### src/rtl/iwc_pkg.sv
package iwc_pkg;
  localparam int NSRC    = 3;
  localparam int SRC_EXT = 0;
  localparam int SRC_TMR = 1;
  localparam int SRC_CHG = 2;
  typedef logic [NSRC-1:0] src_vec_t;
endpackage

### src/rtl/iwc_sync.sv
module iwc_sync #(
  parameter int W = 6
) (
  input  logic         clk,
  input  logic         rst,
  input  logic [W-1:0] async_i,
  output logic [W-1:0] sync_o
);
  logic [W-1:0] stage1_q;
  logic [W-1:0] stage2_q;

  for (genvar g = 0; g < W; g++) begin : g_bit
    always_ff @(posedge clk) begin
      if (rst) begin
        stage1_q[g] <= 1'b0;
        stage2_q[g] <= 1'b0;
      end else begin
        stage1_q[g] <= async_i[g];
        stage2_q[g] <= stage1_q[g];
      end
    end
  end

  assign sync_o = stage2_q;
endmodule

### src/rtl/iwc_edge.sv
module iwc_edge (
  input  logic clk,
  input  logic rst,
  input  logic lvl_i,
  input  logic sel_i,
  input  logic rise_i,
  output logic hit_o
);
  logic prev_q;

  always_ff @(posedge clk) begin
    if (rst) prev_q <= 1'b0;
    else     prev_q <= lvl_i;
  end

  always_comb begin
    if (!sel_i)      hit_o = 1'b0;
    else if (rise_i) hit_o = lvl_i & ~prev_q;
    else             hit_o = ~lvl_i & prev_q;
  end

  // a reported edge means the level moved in the selected direction
  p_edge_dir_r3: assert property (@(posedge clk) disable iff (rst)
    hit_o |-> (lvl_i == rise_i) && ($past(lvl_i) != rise_i));
endmodule

### src/rtl/iwc_change.sv
module iwc_change #(
  parameter int W = 6
) (
  input  logic         clk,
  input  logic         rst,
  input  logic [W-1:0] lvl_i,
  input  logic         acc_i,
  input  logic [W-1:0] chg_en_i,
  input  logic [W-1:0] dir_in_i,
  input  logic         ext_sel_i,
  output logic         hit_o
);
  logic [W-1:0] ref_q;
  logic [W-1:0] watch;

  always_ff @(posedge clk) begin
    if (rst)        ref_q <= '0;
    else if (acc_i) ref_q <= lvl_i;
  end

  for (genvar g = 0; g < W; g++) begin : g_watch
    if (g == 0) begin : g_shared
      assign watch[g] = chg_en_i[g] & dir_in_i[g] & ~ext_sel_i;
    end else begin : g_plain
      assign watch[g] = chg_en_i[g] & dir_in_i[g];
    end
  end

  assign hit_o = |((lvl_i ^ ref_q) & watch);

  // a port access captures the synchronised levels as reference
  p_ref_load_r5: assert property (@(posedge clk) disable iff (rst)
    acc_i |=> ref_q == $past(lvl_i));
endmodule

### src/rtl/intwake_ctrl.sv
module intwake_ctrl
  import iwc_pkg::*;
#(
  parameter int          NPIN   = 6,
  parameter int          PC_W   = 10,
  parameter int          DATA_W = 8,
  parameter logic [PC_W-1:0] VEC_HW = 10'h008,
  parameter logic [PC_W-1:0] VEC_SW = 10'h002
) (
  input  logic              clk,
  input  logic              rst,
  input  logic [NPIN-1:0]   pin_i,
  input  logic [NPIN-1:0]   chg_en_i,
  input  logic [NPIN-1:0]   dir_in_i,
  input  logic              ext_sel_i,
  input  logic              edge_rise_i,
  input  logic              tmr_ovf_i,
  input  logic              port_acc_i,
  input  logic              reg_wr_i,
  input  logic              reg_sel_i,
  input  logic [NSRC:0]     reg_wdata_i,
  input  logic              reti_i,
  input  logic              swi_i,
  input  logic              sleep_i,
  output logic              irq_o,
  output logic [PC_W-1:0]   vec_o,
  output logic [NSRC-1:0]   cause_o,
  output logic [DATA_W-1:0] flag_rd_o,
  output logic [DATA_W-1:0] ien_rd_o,
  output logic              wake_o
);
  localparam int PAD_W = DATA_W - 1 - NSRC;

  logic [NPIN-1:0] pin_s;
  logic            ext_hit;
  logic            chg_hit;
  src_vec_t        flag_q, ien_q, events, pend, pick;
  logic            gie_q;
  logic            take;
  logic            wr_flag, wr_ien;

  iwc_sync #(.W(NPIN)) u_sync (
    .clk(clk), .rst(rst), .async_i(pin_i), .sync_o(pin_s)
  );

  iwc_edge u_edge (
    .clk(clk), .rst(rst), .lvl_i(pin_s[0]), .sel_i(ext_sel_i),
    .rise_i(edge_rise_i), .hit_o(ext_hit)
  );

  iwc_change #(.W(NPIN)) u_chg (
    .clk(clk), .rst(rst), .lvl_i(pin_s), .acc_i(port_acc_i),
    .chg_en_i(chg_en_i), .dir_in_i(dir_in_i), .ext_sel_i(ext_sel_i),
    .hit_o(chg_hit)
  );

  assign wr_flag = reg_wr_i & ~reg_sel_i;
  assign wr_ien  = reg_wr_i &  reg_sel_i;

  always_comb begin
    events          = '0;
    events[SRC_EXT] = ext_hit;
    events[SRC_TMR] = tmr_ovf_i;
    events[SRC_CHG] = chg_hit & ien_q[SRC_CHG];
  end

  assign pend = flag_q & ien_q;
  assign pick = pend & (~pend + 1'b1);
  assign take = gie_q & (|pend) & ~swi_i;

  always_ff @(posedge clk) begin
    if (rst) begin
      flag_q  <= '0;
      ien_q   <= '0;
      gie_q   <= 1'b0;
      irq_o   <= 1'b0;
      vec_o   <= '0;
      cause_o <= '0;
      wake_o  <= 1'b0;
    end else begin
      flag_q <= (wr_flag ? reg_wdata_i[NSRC-1:0] : flag_q) | events;
      if (wr_ien) ien_q <= reg_wdata_i[NSRC-1:0];
      if (take)        gie_q <= 1'b0;
      else if (reti_i) gie_q <= 1'b1;
      else if (wr_ien) gie_q <= reg_wdata_i[NSRC];
      irq_o   <= take | swi_i;
      vec_o   <= swi_i ? VEC_SW : (take ? VEC_HW : '0);
      cause_o <= take ? pick : '0;
      wake_o  <= sleep_i & (|pend);
    end
  end

  assign flag_rd_o = {{(DATA_W-NSRC){1'b0}}, pend};
  assign ien_rd_o  = {gie_q, {PAD_W{1'b1}}, ien_q};

  // at most one source per request
  p_one_cause_r7: assert property (@(posedge clk) disable iff (rst)
    $onehot0(cause_o));
  // hardware requests use the hardware vector and drop the global enable
  p_hw_vec_r6: assert property (@(posedge clk) disable iff (rst)
    (irq_o && cause_o != '0) |-> (vec_o == VEC_HW) && !gie_q);
  // without a flag write no flag is lost
  p_flag_hold_r8: assert property (@(posedge clk) disable iff (rst)
    !wr_flag |=> ((flag_q & $past(flag_q)) == $past(flag_q)));
  // return-from-interrupt re-arms the global enable
  p_reti_r8: assert property (@(posedge clk) disable iff (rst)
    (reti_i && !take) |=> gie_q);
  // software interrupt always answered with its own vector
  p_swi_r9: assert property (@(posedge clk) disable iff (rst)
    swi_i |=> irq_o && (vec_o == VEC_SW) && (cause_o == '0));
  // sleeping core woken by any enabled flag
  p_wake_r10: assert property (@(posedge clk) disable iff (rst)
    (sleep_i && (|(flag_q & ien_q))) |=> wake_o);
endmodule

### config.mk
export PLATFORM = sky130hd
export DESIGN_NAME = intwake_ctrl
export DESIGN_NICKNAME = d
export VERILOG_FILES = /design/src/rtl/iwc_pkg.sv /design/src/rtl/iwc_sync.sv /design/src/rtl/iwc_edge.sv /design/src/rtl/iwc_change.sv /design/src/rtl/intwake_ctrl.sv
export SDC_FILE = /design/constraint.sdc
export NUM_CORES = 1
export LEC_CHECK = 0
export CAP_MARGIN = 20
export CORE_UTILIZATION = 40
export CTS_BUF_LIST = sky130_fd_sc_hd__clkbuf_8
export DETAILED_ROUTE_END_ITERATION = 8
export PLACE_DENSITY = 0.79
export SLEW_MARGIN = 20
export SYNTH_ARGS = -nofsm -noshare
export SYNTH_HDL_FRONTEND = slang
export SYNTH_SLANG_ARGS = --single-unit
### constraint.sdc
create_clock -name clk -period 3 [get_ports clk]
set_input_delay 0.6 -clock clk [delete_from_list [all_inputs] [get_ports clk]]
set_output_delay 0.6 -clock clk [all_outputs]
set_load 0.02 [all_outputs]
==> impl_metrics.ini <==
[outcome]
outcome = complete, no violations

[synthesis]
synth_adder_area_share_pct = 0
yosys.area_share.xor_xnor_pct = 3.88
synth_edf_count = 0
synth_compound_area_share_pct = 5.82
yosysSeqAreaShare_pct = 48.8
ys_seq_elements = 33
synth-simple-area-share_pct = 21.3
synth_cell_types = 28
async_reset_ff_share_pct = 0
synth_mux_area_share_pct = 6.65
yosys_most_used_dff = dfxtp_1
synth_top_family_by_area = simple AND/OR/NAND/NOR gates
syn_area_per_cell_um2 = 9.68
syn-cell-area_um2 = 1360
netlist_instances = 140
synth-warning-count = 0

[final_layout]
drive_above_1_share_pct = 5.91
nets = 219
area_growth_pct = 37.5
diodes = 0

[cts]
clock_latency_ps = 280
clock-sinks = 33
htreeDepth = 2
cts_tree = done
cts-resized-gates = 0
clk_pin_slew_ps = 60
clockBufferDepth = 2
post_cts_buffers = 0
hold_buffers = 0
root_buffer = clkbuf_8
numCtsBuffers = 5

[critical_path]
regToRegStartpoint = ien_q[1]$_SDFFE_PP0P_
critPathTopFamily = buffers and inverters
cp-end-kind = output port
worst-path-buf-inv = 2
ff2ff_setup_slack_ps = 1680
crit_chain = nand2_1 > inv_1 > clkdlybuf4s50_1
crit_path_start = ien_q[0]$_SDFFE_PP0P_
crit_end = flag_rd_o[0]
required_ps = 2400
slowest_stage = clkdlybuf4s50_1
max_stage_delay_ps = 640
critPathKind = reg2out
cp.depth = 3
worstPathArrival_ps = 1530
r2r_cells = 4
timing.critical_path.fanout_max = 4
worstSetupStartpointType = flop
rr_endpoint = cause_o[2]$_SDFF_PP0_

[grt]
grt_pass1_wl_um = 4080
grt_max_degree = 31
antenna_found_initial = 0
grtUsageTotal_pct = 15.9
overflow = 0
grt_pass1_vias = 927

[sta]
finalSetupTns_ps = 0
clock.fmax_mhz = 470
fin_crit_ps = 2130
slew_violations = 0
setup_ws_ps = 873
period_share_pct = 70.9
final_hold_viol_count = 0
rsz0062_at_grt = no
skew_ps = 4.34
setup_viol = 0

[drt]
drt_iter0_drc = 14
ant_nets = 0
vias = 1005
vias_per_cell = 4.37
drt-wirelength-per-cell_um = 11.1
dr.pass1.iters = 5
routed_wl_um = 2550
drcViolationCount = 0

[placed_design]
hpwl_um = 2020
port_buffers = 46
gp_congestion = 0.711
post-place-ws_ps = 1060

[power]
p_comb_share_pct = 13.4
switching_share_pct = 23.1
p_per_area_nw_per_um2 = 488
irDropWorstVdd_v = 0.000381
p_sw_mw = 0.210
clkPwrFrac_pct = 35.3
seq_power_share_pct = 51.3
cellInternalPower_mw = 0.699
leakage_nw = 0.784

[job]
cap_violations = 0

[die]
start_util_pct = 43.3
pin_count = 64
die_h_um = 60.2
core_region_area_um2 = 3130
rows = 20
die_x_um = 60.2
dieArea_um2 = 3620

[hold_path]
hold_class = reg2reg
==> worst register-to-register path: cells and delay by family (launching register included) <==
family | cells | cell delay [ps]
compound gates | 1 | 130
flops | 1 | 380
simple gates | 3 | 720
==> kinds of logic (layout without fill, tap and decap cells) <==
group	after synthesis	in the layout
xor+xnor	6	6
buf+inv	28	59
other cells	2	17
simple gates	49	49
compound gates	13	13
mux	9	9
flops	33	33
==> worst min path at each step <==
stage / from / end / slack, ps / cells past startpoint
3_5_place_dp: u_sync.stage1_q[5]$_SDFF_PP0_ / u_sync.sync_o[5]$_SDFF_PP0_ / 430 / 1
3_3_place_gp: u_sync.stage1_q[3]$_SDFF_PP0_ / u_sync.sync_o[3]$_SDFF_PP0_ / 420 / 1
2_1_floorplan: u_sync.stage1_q[0]$_SDFF_PP0_ / u_sync.sync_o[0]$_SDFF_PP0_ / 410 / 1
5_1_grt: u_sync.stage1_q[3]$_SDFF_PP0_ / u_sync.sync_o[3]$_SDFF_PP0_ / 460 / 1
4_1_cts: u_sync.stage1_q[5]$_SDFF_PP0_ / u_sync.sync_o[5]$_SDFF_PP0_ / 440 / 1
6_report: u_sync.stage1_q[5]$_SDFF_PP0_ / u_sync.sync_o[5]$_SDFF_PP0_ / 430 / 1
==> routing by layer <==
metal  part of all wire (%)  GRT usage, %
met1                     40          17.6
met2                     53          27.9
met3                    6.1          5.63
met4                   0.55          4.98
met5                      0             0
==> cells in the final DEF, fill, tap and decap left out, drive strengths merged <==
master / n
nand2b: 2
nand2: 11
nor2b: 13
and2: 1
xor2: 1
buf: 1
conb: 17
nor4b: 1
mux2i: 9
xnor2: 5
o41ai: 1
nand3: 3
inv: 6
clkdlybuf4s50: 46
nor3b: 2
dfxtp: 33
nor3: 3
clkbuf: 6
nor2: 9
a21oi: 7
o21ai: 1
a222oi: 1
or3: 1
and3b: 1
and3: 2
a211oi: 1
o22ai: 2
==> per-stage QoR <==
stage / total power [mW] / cell area (um2) / utilization (%) / cells / hold slack, ps
3_3_place_gp: 0.595 / 1780 / 56.8 / 223 / 421
3_5_place_dp: 0.599 / 1780 / 56.8 / 223 / 426
2_1_floorplan: 0.554 / 1410 / - / 155 / 414
6_report: 0.909 / 1860 / 59.6 / 230 / 435
5_1_grt: 0.950 / 1860 / 59.6 / 230 / 462
4_1_cts: 0.916 / 1860 / 59.6 / 230 / 440
==> state kept, by name, summed over array words and instances, names as in the netlist, 2 cells and up <==
name / cells
u_chg.ref_q: 6
flag_q: 3
vec_o: 2
cause_o: 3
u_sync.stage1_q: 6
u_sync.sync_o: 6
ien_q: 3
==> power by group through the flow <==
stage	clock, mW	sequential, mW	combinational (mW)
6_report	0.321	0.467	0.122
5_1_grt	0.348	0.469	0.133
4_1_cts	0.326	0.467	0.123
3_5_place_dp	0	0.476	0.122
3_3_place_gp	0	0.475	0.120
2_1_floorplan	0	0.478	0.0757
==> layout make-up <==
cell class | count | area [um2]
inverter | 5 | 18.8
timing repair buffer | 47 | 468
fill | 272 | 1260
multi-input combinational | 94 | 574
clock inverter | 1 | 3.75
tap | 44 | 55.1
clock buffer | 6 | 82.6
sequential | 33 | 661
==> cell usage after synthesis (all sizes together) (3+ instances only) <==
library cell	number	share of area, %
nor2b	13	6.0
dfxtp	33	49
inv	5	1.4
nand3	3	1.1
nand2	11	3.0
a21oi	7	2.6
mux2i	9	6.6
nor2	9	2.5
xnor2	5	3.2
nor3	3	1.5
buf	19	11
clkbuf	4	1.1
No activity file was read; power rests on OpenSTA's default activity.
